### config.mk
export PLATFORM = sky130hd
export DESIGN_NAME = pair_xfer_seq
export DESIGN_NICKNAME = d
export VERILOG_FILES = /design/src/rtl/pair_xfer_pkg.sv /design/src/rtl/pair_xfer_ctrl.sv /design/src/rtl/pair_xfer_dp.sv /design/src/rtl/pair_xfer_seq.sv
export SDC_FILE = /design/constraint.sdc
export NUM_CORES = 1
export LEC_CHECK = 0
export CAP_MARGIN = 20
export CORE_AREA = 10 10 153 155
export DETAILED_ROUTE_END_ITERATION = 7
export DIE_AREA = 0 0 163 165
export GPL_TIMING_DRIVEN = 0
export PLACE_DENSITY = 0.73
export SLEW_MARGIN = 20
export SYNTH_ARGS = -nofsm -noshare
export SYNTH_HDL_FRONTEND = slang
export SYNTH_SLANG_ARGS = --single-unit
### constraint.sdc
create_clock -name clk -period 3.3 [get_ports clk]
set_input_delay 0.33 -clock clk [delete_from_list [all_inputs] [get_ports clk]]
set_output_delay 0.33 -clock clk [all_outputs]
set_load 0.005 [all_outputs]
### src/rtl/pair_xfer_pkg.sv
package pair_xfer_pkg;

  typedef enum logic [2:0] {
    ST_IDLE = 3'd0,
    ST_LO   = 3'd1,
    ST_HI   = 3'd2,
    ST_FIN  = 3'd3,
    ST_BAD  = 3'd4
  } seqState_e;

  // Strobes from control to datapath
  typedef struct packed {
    logic capture;  // latch operands of a new operation
    logic req;      // a memory beat is outstanding
    logic beatHi;   // current beat is the upper word
    logic takeLo;   // first beat completes this edge
    logic takeHi;   // second beat completes this edge
  } pairStrobe_t;

endpackage

### src/rtl/pair_xfer_ctrl.sv
module pair_xfer_ctrl
  import pair_xfer_pkg::*;
(
  input  logic        clk,
  input  logic        rstN,
  input  logic        startIn,
  input  logic        regIdxLsb,
  input  logic        memReady,
  output pairStrobe_t strobe,
  output logic        busy,
  output logic        done,
  output logic        illegalPair
);

  seqState_e state, stateNxt;
  logic accept;

  assign accept = startIn && (state == ST_IDLE);

  always_comb begin
    stateNxt = state;
    unique case (state)
      ST_IDLE: if (accept) stateNxt = regIdxLsb ? ST_BAD : ST_LO;
      ST_LO:   if (memReady) stateNxt = ST_HI;
      ST_HI:   if (memReady) stateNxt = ST_FIN;
      ST_FIN:  stateNxt = ST_IDLE;
      ST_BAD:  stateNxt = ST_IDLE;
      default: stateNxt = ST_IDLE;
    endcase
  end

  always_ff @(posedge clk) begin
    if (!rstN) state <= ST_IDLE;
    else       state <= stateNxt;
  end

  always_comb begin
    strobe.capture = accept;
    strobe.req     = (state == ST_LO) || (state == ST_HI);
    strobe.beatHi  = (state == ST_HI);
    strobe.takeLo  = (state == ST_LO) && memReady;
    strobe.takeHi  = (state == ST_HI) && memReady;
  end

  assign busy        = (state != ST_IDLE);
  assign done        = (state == ST_FIN) || (state == ST_BAD);
  assign illegalPair = (state == ST_BAD);

  // an odd pair never reaches memory
  assert_odd_no_req_R7: assert property (@(posedge clk) disable iff (!rstN)
    (startIn && !busy && regIdxLsb) |=> (illegalPair && done && !strobe.req));

  // done is a single pulse
  assert_done_single_R8: assert property (@(posedge clk) disable iff (!rstN)
    done |=> !done);

  // busy holds until the done cycle
  assert_busy_until_done_R8: assert property (@(posedge clk) disable iff (!rstN)
    (busy && !done) |=> busy);

  // a start while busy does not restart the sequence
  assert_start_ignored_R8: assert property (@(posedge clk) disable iff (!rstN)
    (busy && !done && startIn) |=> !strobe.capture || !busy);

endmodule

### src/rtl/pair_xfer_dp.sv
module pair_xfer_dp
  import pair_xfer_pkg::*;
#(
  parameter int ADDR_W    = 32,
  parameter int DATA_W    = 32,
  parameter int OFS_W     = 16,
  parameter int REG_COUNT = 32,
  localparam int REG_W      = $clog2(REG_COUNT),
  localparam int WORD_BYTES = DATA_W / 8,
  localparam int ALIGN_BITS = $clog2(WORD_BYTES)
)(
  input  logic              clk,
  input  logic              rstN,
  input  pairStrobe_t       strobe,
  input  logic              isStore,
  input  logic              zeroBase,
  input  logic [ADDR_W-1:0] baseVal,
  input  logic [OFS_W-1:0]  offsetVal,
  input  logic [REG_W-1:0]  regIdx,
  input  logic              memReady,
  input  logic [DATA_W-1:0] memRdata,
  input  logic [DATA_W-1:0] rfRdData,
  output logic              memReq,
  output logic [ADDR_W-1:0] memAddr,
  output logic              memWe,
  output logic [DATA_W-1:0] memWdata,
  output logic [REG_W-1:0]  rfRdIdx,
  output logic              rfWeA,
  output logic [REG_W-1:0]  rfWaddrA,
  output logic [DATA_W-1:0] rfWdataA,
  output logic              rfWeB,
  output logic [REG_W-1:0]  rfWaddrB,
  output logic [DATA_W-1:0] rfWdataB
);

  logic [ADDR_W-1:0] eaReg, eaSum, baseSel, ofsExt, eaHi;
  logic [REG_W-1:0]  rtReg, rtOdd;
  logic              storeReg;

  // address arithmetic
  assign baseSel = zeroBase ? '0 : baseVal;
  assign ofsExt  = {{(ADDR_W-OFS_W){offsetVal[OFS_W-1]}}, offsetVal};
  assign eaSum   = baseSel + ofsExt;
  assign eaHi    = eaReg + ADDR_W'(WORD_BYTES);

  always_ff @(posedge clk) begin
    if (!rstN) begin
      eaReg    <= '0;
      rtReg    <= '0;
      storeReg <= 1'b0;
    end else if (strobe.capture) begin
      eaReg    <= {eaSum[ADDR_W-1:ALIGN_BITS], {ALIGN_BITS{1'b0}}};
      rtReg    <= regIdx;
      storeReg <= isStore;
    end
  end

  assign rtOdd = {rtReg[REG_W-1:1], 1'b1};

  // memory side
  assign memReq   = strobe.req;
  assign memWe    = strobe.req && storeReg;
  assign memAddr  = strobe.beatHi ? eaHi : eaReg;
  assign rfRdIdx  = strobe.beatHi ? rtReg : rtOdd;
  assign memWdata = rfRdData;

  // register-file write side, one registered stage per beat
  always_ff @(posedge clk) begin
    if (!rstN) begin
      rfWeA    <= 1'b0;
      rfWeB    <= 1'b0;
      rfWdataA <= '0;
      rfWdataB <= '0;
    end else begin
      rfWeA <= strobe.takeLo && !storeReg;
      rfWeB <= strobe.takeHi && !storeReg;
      if (strobe.takeLo) rfWdataA <= memRdata;
      if (strobe.takeHi) rfWdataB <= memRdata;
    end
  end

  assign rfWaddrA = rtOdd;
  assign rfWaddrB = rtReg;

  // every beat is word aligned
  assert_aligned_R1: assert property (@(posedge clk) disable iff (!rstN)
    memReq |-> (memAddr[ALIGN_BITS-1:0] == '0));

  // a stalled beat holds its request and address
  assert_hold_R2: assert property (@(posedge clk) disable iff (!rstN)
    (memReq && !memReady) |=> (memReq && $stable(memAddr)));

  // the upper beat follows the lower one, one word higher
  assert_second_beat_R2: assert property (@(posedge clk) disable iff (!rstN)
    (memReq && memReady && !strobe.beatHi) |=>
      (memReq && memAddr == $past(memAddr) + ADDR_W'(WORD_BYTES)));

  // write ports never fire together
  assert_ports_exclusive_R4: assert property (@(posedge clk) disable iff (!rstN)
    !(rfWeA && rfWeB));

  // a store never writes the register file
  assert_store_no_write_R5: assert property (@(posedge clk) disable iff (!rstN)
    memWe |-> !(rfWeA || rfWeB));

endmodule

### src/rtl/pair_xfer_seq.sv
module pair_xfer_seq
  import pair_xfer_pkg::*;
#(
  parameter int ADDR_W    = 32,
  parameter int DATA_W    = 32,
  parameter int OFS_W     = 16,
  parameter int REG_COUNT = 32,
  localparam int REG_W    = $clog2(REG_COUNT)
)(
  input  logic              clk,
  input  logic              rstN,
  input  logic              startIn,
  input  logic              isStore,
  input  logic              zeroBase,
  input  logic [ADDR_W-1:0] baseVal,
  input  logic [OFS_W-1:0]  offsetVal,
  input  logic [REG_W-1:0]  regIdx,
  output logic              busy,
  output logic              done,
  output logic              illegalPair,
  output logic              memReq,
  output logic [ADDR_W-1:0] memAddr,
  output logic              memWe,
  output logic [DATA_W-1:0] memWdata,
  input  logic              memReady,
  input  logic [DATA_W-1:0] memRdata,
  output logic [REG_W-1:0]  rfRdIdx,
  input  logic [DATA_W-1:0] rfRdData,
  output logic              rfWeA,
  output logic [REG_W-1:0]  rfWaddrA,
  output logic [DATA_W-1:0] rfWdataA,
  output logic              rfWeB,
  output logic [REG_W-1:0]  rfWaddrB,
  output logic [DATA_W-1:0] rfWdataB
);

  pairStrobe_t strobe;

  pair_xfer_ctrl ctrl_i (
    .clk        (clk),
    .rstN       (rstN),
    .startIn    (startIn),
    .regIdxLsb  (regIdx[0]),
    .memReady   (memReady),
    .strobe     (strobe),
    .busy       (busy),
    .done       (done),
    .illegalPair(illegalPair)
  );

  pair_xfer_dp #(
    .ADDR_W   (ADDR_W),
    .DATA_W   (DATA_W),
    .OFS_W    (OFS_W),
    .REG_COUNT(REG_COUNT)
  ) dp_i (
    .clk      (clk),
    .rstN     (rstN),
    .strobe   (strobe),
    .isStore  (isStore),
    .zeroBase (zeroBase),
    .baseVal  (baseVal),
    .offsetVal(offsetVal),
    .regIdx   (regIdx),
    .memReady (memReady),
    .memRdata (memRdata),
    .rfRdData (rfRdData),
    .memReq   (memReq),
    .memAddr  (memAddr),
    .memWe    (memWe),
    .memWdata (memWdata),
    .rfRdIdx  (rfRdIdx),
    .rfWeA    (rfWeA),
    .rfWaddrA (rfWaddrA),
    .rfWdataA (rfWdataA),
    .rfWeB    (rfWeB),
    .rfWaddrB (rfWaddrB),
    .rfWdataB (rfWdataB)
  );

  // a load's first register write follows the completed first beat
  assert_load_write_a_R3: assert property (@(posedge clk) disable iff (!rstN)
    (memReq && memReady && !memWe && !strobe.beatHi) |=> rfWeA);

  // the second register write coincides with done
  assert_write_b_with_done_R4: assert property (@(posedge clk) disable iff (!rstN)
    rfWeB |-> done);

endmodule

==> results of run 1 <==
==> power groups by stage <==
| stage | sequential, mW | combinational (mW) | clock (mW) |
|---|---|---|---|
| final | 1.41 | 0.969 | 1.12 |
| after CTS | 1.41 | 0.977 | 1.15 |
| after global placement | 1.43 | 0.962 | 0 |
| after global routing | 1.42 | 1.07 | 1.20 |
| after detailed placement | 1.44 | 0.969 | 0 |
| after floorplan | 1.42 | 0.493 | 0 |
==> cell usage after synthesis, types with 2 or more instances <==
cell	number
xor2_1	22
nand2b_1	4
nand3_1	20
buf_4	43
xnor2_1	30
nor3_1	10
o21a_1	2
o211ai_1	6
or4b_1	2
ha_1	31
nand4_1	18
buf_6	2
a21o_1	9
and4_1	4
and3_1	8
conb_1	2
or3_1	4
o31ai_1	3
mux2_2	2
o22ai_1	2
dfxtp_1	105
a41oi_1	2
nor2_1	32
inv_1	11
nor2b_1	31
a21boi_0	72
and3_2	2
o41ai_1	2
and2_1	19
a21oi_1	36
a31oi_1	3
o21bai_1	7
clkbuf_1	40
o21ai_0	35
nor3b_1	2
nand2_1	207
or2_2	2
buf_2	2
==> cell type report <==
| class | instances | share of cell area [%] |
|---|---|---|
| Tap cell | 270 | 3.48 |
| Buffer | 87 | 5.27 |
| Clock inverter | 7 | 0.890 |
| Sequential cell | 105 | 21.7 |
| Timing Repair Buffer | 242 | 24.9 |
| Inverter | 11 | 0.425 |
| Multi-Input combinational cell | 655 | 41.1 |
| Clock buffer | 9 | 2.32 |
==> worst max-delay path by stage <==
stage               startpoint              to  slack (ns)
2_1_floorplan         zeroBase  dp_i.eaReg[20]        0.71
3_3_place_gp          zeroBase  dp_i.eaReg[24]       -0.39
3_5_place_dp          zeroBase  dp_i.eaReg[29]       -0.44
4_1_cts               zeroBase  dp_i.eaReg[26]        0.02
5_1_grt        ctrl_i.state[0]     memAddr[31]       0.006
6_report       ctrl_i.state[0]     memAddr[29]        0.18
==> per-layer routing <==
metal | GRT usage (%) | routed length, um | part of all wire, %
met4 | 3.20 | 177 | 0.78
met3 | 3.21 | 1450 | 6.4
met5 | 0 | 0 | 0
met1 | 18.9 | 9890 | 44
met2 | 28.9 | 11200 | 49
==> repair_timing <==
action,4_1_cts,5_1_grt
buffers inserted,1,4
pin swaps,1,3
endpoints found under the setup margin,18,17
gates resized for setup,4,16
==> flip-flops by register name (all words and copies together) (netlist names) <==
register,cells
dp_i.rfWdataB,32
dp_i.rfWeA,1
ctrl_i.state,3
dp_i.eaReg,30
dp_i.storeReg,1
dp_i.rfWeB,1
dp_i.rfWaddrB,5
dp_i.rfWdataA,32
==> through the flow <==
| step | setup WS, ns | total power [mW] |
|---|---|---|
| 3_5_place_dp | -0.440 | 2.41 |
| 6_report | 0.178 | 3.49 |
| 2_1_floorplan | 0.708 | 1.92 |
| 5_1_grt | 0.00646 | 3.68 |
| 4_1_cts | 0.0186 | 3.54 |
| 3_3_place_gp | -0.389 | 2.39 |
==> kinds of logic (layout without fill, tap and decap cells) <==
kind of cell | Yosys count | in the layout | synth area share (%)
buffers and inverters | 99 | 356 | 8.36
muxes | 3 | 3 | 0.494
other | 2 | 3 | 0.114
and+or+nand+nor | 372 | 372 | 26.3
DFF | 105 | 105 | 31.9
adders and majority gates | 31 | 31 | 5.89
AOI/OAI and AO/OA | 194 | 194 | 20.0
xor gates and xnor gates | 52 | 52 | 6.92
==> worst reg2reg max path: cells and delay by family (launching register included) <==
family | cells | cell delay [ns]
AO/OA/AOI/OAI | 1 | 0.07
buffers and inverters | 3 | 0.61
flip-flops | 1 | 0.30
AND/OR/NAND/NOR | 4 | 1.12
==> results_dict.tcl, run 1 <==
set metrics [dict create \
    critical_path_class "reg -> out" \
    worstHoldEndpoint "dp_i.eaReg[17]" \
    final_util_pct 48.1 \
    ctsHoldBuffers 0 \
    clk_latency_ns 0.34 \
    placed_area_um2 9300 \
    place.port_buffers 237 \
    die_y_um 165 \
    die-area_um2 26900 \
    arrival_ns 2.79 \
    power_leakage_nw 3.68 \
    synth_ff_type "dfxtp_1" \
    relSlewSlack_pct 51.2 \
    wl_um 22700 \
    hp-start "dp_i.eaReg[17]" \
    hold_class "reg -> reg" \
    synth.top_cell.area_share_pct 31.9 \
    power_frac_seq_pct 40.3 \
    status "finished clean" \
    dp_cells 1366 \
    final_cells 1386 \
    viasPerCell 4.79 \
    crit_cells 9 \
    cts_buffer_depth 2 \
    final_common_cell "clkdlybuf4s50_1" \
    nets 1265 \
    firstDrtPassIters 5 \
    cts_buffers 9 \
    layout_common_cells "235 x clkdlybuf4s50_1, 207 x nand2_1, 104 x dfxtp_1" \
    cts_tree "done" \
    hpwl_um 19100 \
    route.detailed.wl_per_inst_um 16.4 \
    area.growth.synth_to_final_pct 47.4 \
    grt_max_degree 20 \
    crit_family "simple AND/OR/NAND/NOR gates" \
    grt_usage_pct 15.9 \
    internal_power_mw 2.47 \
    initial_utilization_pct 32.6 \
    root_buffer "clkbuf_16" \
    holdPathStages 2 \
    dr.first_iter.drc_count 326 \
    r2r_end "dp_i.eaReg[18]" \
    clk_pin_slew_ns 0.07 \
    critPathMaxFanout 10 \
    gr-total-overflow 0 \
    hold_violations 0 \
    fin_crit_sh_pct 94.6 \
    antennaDiodeCount 0 \
    combPwrFrac_pct 27.8 \
    tns_ns 0 \
    yosysWarnings 0 \
    post-route-drc-count 0 \
    cts_htree_levels 3 \
    required_ns 2.97 \
    clkPwrFrac_pct 32.0 \
    place.gp.congestion 0.875 \
    drtAntennaViolNets 0 \
    syn_area_per_cell_um2 7.67 \
    peakVddDrop_v 0.000213 \
    ys_seq_elements 105 \
    async_reset_ff_share_pct 0 \
    rrSetupSlack_ns 1.08 \
    switching_share_pct 29.3 \
    grt_pass1_wl_um 34400 \
    grt_antenna_before_repair 0 \
    worst-path-buf-inv 2 \
    crit_chain "nand2b_2, nor2_4, and4_1, and2_1, clkbuf_4, nand3_1, nor2_1, xor2_1, clkdlybuf4s50_1" \
    finalSetupViolCount 0 \
    route.vias.total 6638 \
    synthCells 858 \
    die_w_um 163 \
    rsz0062_at_grt "no" \
    fmax_mhz 320 \
    worst_clock_skew_ns 0.0105 \
    yosys.area.top_type "dfxtp_1" \
    design_area_um2 9710 \
    core-area_um2 20200 \
    multi_input_comb_area_um2 3990 \
    fill_cells 2026 \
    slowest_delay_ns 0.54 \
    report.final.slew_viol_count 0 \
    io_pins 273 \
    power_switching_mw 1.02 \
    min_period_ns 3.12 \
    crit_path_top_delay_cell "clkdlybuf4s50_1" \
    maxCapViolCount 0 \
    synth_edf_count 0 \
    r2r_start "ctrl_i.state[2]" \
    reg2regPathDepth 8 \
    end_kind "primary output" \
    grt_pass1_vias 6437 \
    cp-start-kind "flop" \
    yosysSeqAreaShare_pct 31.9 \
    p_per_area_nw_per_um2 360 \
    worstMarginPinSlew_ns 0.731 \
    cts.sinks 105 \
    worst_hold_slack_ns 0.461 \
    syn_area_um2 6590 \
    drive_above_1_share_pct 8.24 \
    core.rowCount 52 \
    synth_area_leaders "dfxtp_1 32%, nand2_1 12%, a21boi_0 8.2%" \
    ys_types 62 \
    seqCellArea_um2 2100 \
]
Note: power is estimated with default switching activity, not from simulation.
==> run 2: changes to the inputs <==
==> constraint.sdc (replaced) <==
create_clock -name clk -period 3.3 [get_ports clk]
set_input_delay 0.66 -clock clk [delete_from_list [all_inputs] [get_ports clk]]
set_output_delay 0.66 -clock clk [all_outputs]
set_load 0.005 [all_outputs]
==> run 2 against run 1 <==
Compared with the run above:
- cell count increased by 0.29%
- largest power group unchanged
- clock power about the same
- worst setup slack got worse by 0.075 ns
- highest routed layer unchanged
- total power decreased by 0.12%
==> results_dict.tcl, run 2 (synthesized netlist as in run 1, its figures left out) <==
set metrics [dict create \
    status "finished clean" \
    worstMarginPinSlew_ns 0.721 \
    die_y_um 165 \
    grt_antenna_before_repair 0 \
    crit_chain "nand2b_4, nor2_4, and4_4, and2_4, buf_6, nand4_1, xnor2_2, clkdlybuf4s50_1" \
    core.rowCount 52 \
    wl_um 22700 \
    report.final.slew_viol_count 0 \
    io_pins 273 \
    firstDrtPassIters 5 \
    fmax_mhz 313 \
    dpl_worst_slack_ns -0.770 \
    biggestRegsByFlops "dp_i.rfWdataA: 32 flops, dp_i.rfWdataB: 32 flops, dp_i.eaReg: 30 flops" \
    cts_tree "done" \
    viasPerCell 4.79 \
    area.growth.synth_to_final_pct 48.7 \
    root_buffer "clkbuf_16" \
    antennaDiodeCount 0 \
    clk_latency_ns 0.34 \
    worst_clock_skew_ns 0.0107 \
    initial_utilization_pct 32.6 \
    cts.sinks 105 \
    end_kind "primary output" \
    clk_pin_slew_ns 0.07 \
    final_common_cell "clkdlybuf4s50_1" \
    die_w_um 163 \
    grt_util_met3_pct 3.21 \
    core-area_um2 20200 \
    die-area_um2 26900 \
    peakVddDrop_v 0.000213 \
    cp-start-kind "flop" \
    drtAntennaViolNets 0 \
    arrival_ns 2.54 \
    rrSetupSlack_ns 1.08 \
    critPathMaxFanout 10 \
    required_ns 2.64 \
    drive_above_1_share_pct 9.38 \
    p_per_area_nw_per_um2 356 \
    nets 1269 \
    maxCapViolCount 0 \
    final_util_pct 48.5 \
    tns_ns 0 \
    power_leakage_nw 3.89 \
    power.total_mw 3.49 \
    grt_pass1_wl_um 34500 \
    slowest_delay_ns 0.54 \
    rsz0062_at_grt "yes" \
    route.detailed.wl_per_inst_um 16.3 \
    design_area_um2 9790 \
    cts_htree_levels 3 \
    cts_buffers 9 \
    hpwl_um 19100 \
    grt_use_met2_pct 28.9 \
    grt_usage_pct 16.0 \
    worst-path-buf-inv 2 \
    reg2regPathDepth 9 \
    post-route-drc-count 0 \
    critical_path_class "reg -> out" \
    grtUsageMet1_pct 19.1 \
    crit_family "simple AND/OR/NAND/NOR gates" \
    cts_buffer_depth 2 \
    hold_class "reg -> reg" \
    placed_area_um2 9300 \
    finalSetupViolCount 0 \
    busiest_layer "met2" \
    relSlewSlack_pct 52.0 \
    min_period_ns 3.20 \
    route.vias.total 6656 \
    grt_pass1_vias 6473 \
    fin_crit_sh_pct 96.9 \
    holdPathStages 2 \
    crit_cells 8 \
    layout_common_cells "220 x clkdlybuf4s50_1, 206 x nand2_1, 104 x dfxtp_1" \
    fin_ws_ns 0.103 \
    grt_max_degree 20 \
    dr.first_iter.drc_count 346 \
    hold_violations 0 \
    place.port_buffers 237 \
    gr-total-overflow 0 \
    place.gp.congestion 0.875 \
    crit_path_top_delay_cell "clkdlybuf4s50_1" \
]
-- run 2: final timing paths --
path / from / to
worst max-delay path: ctrl_i.state[1] / memAddr[15]
worst min-delay path: dp_i.eaReg[17] / dp_i.eaReg[17]
worst max register to register: ctrl_i.state[1] / dp_i.rfWdataB[6]
worst min register to register: dp_i.eaReg[17] / dp_i.eaReg[17]
-- run 2: report_power, final --
group | switching, mW | internal [mW] | total, mW
sequential | 0.0669 | 1.34 | 1.41
clock | 0.510 | 0.607 | 1.12
combinational | 0.447 | 0.517 | 0.964
-- run 2: final cells by class --
cell class,count,area (um^2)
fill,2003,10400
multi-input combinational,655,4030
timing repair buffer,246,2460
sequential,105,2100
buffer,87,515
tap,270,338
clock buffer,9,225
clock inverter,7,86.3
inverter,11,41.3
-- run 2: tightest hold or removal path, stage by stage, from the launching register on --
cell     delay [ns]
dfxtp_1        0.33
nand2_1        0.05
o21ai_0        0.05
-- run 2: routing by layer --
metal,share of wire [%],up-vias
li1,-,3401
met1,43,3026
met2,49,219
met3,6.4,10
met4,0.74,0
met5,0,-
-- run 2: metrics by stage --
stage / instances / hold slack, ns
2_1_floorplan: 859 / 0.425
3_3_place_gp: 1366 / 0.442
3_5_place_dp: 1366 / 0.449
4_1_cts: 1387 / 0.465
5_1_grt: 1390 / 0.473
6_report: 1390 / 0.459
-- run 2: repair_timing --
| item | in CTS | in global routing |
|---|---|---|
| hold endpoints to repair | 0 | 0 |
| setup buffers | 5 | 4 |
| gates resized for setup | 25 | 21 |
| pin swaps | 6 | 6 |
| setup endpoints to repair | 43 | 27 |
| hold buffers | 0 | 0 |
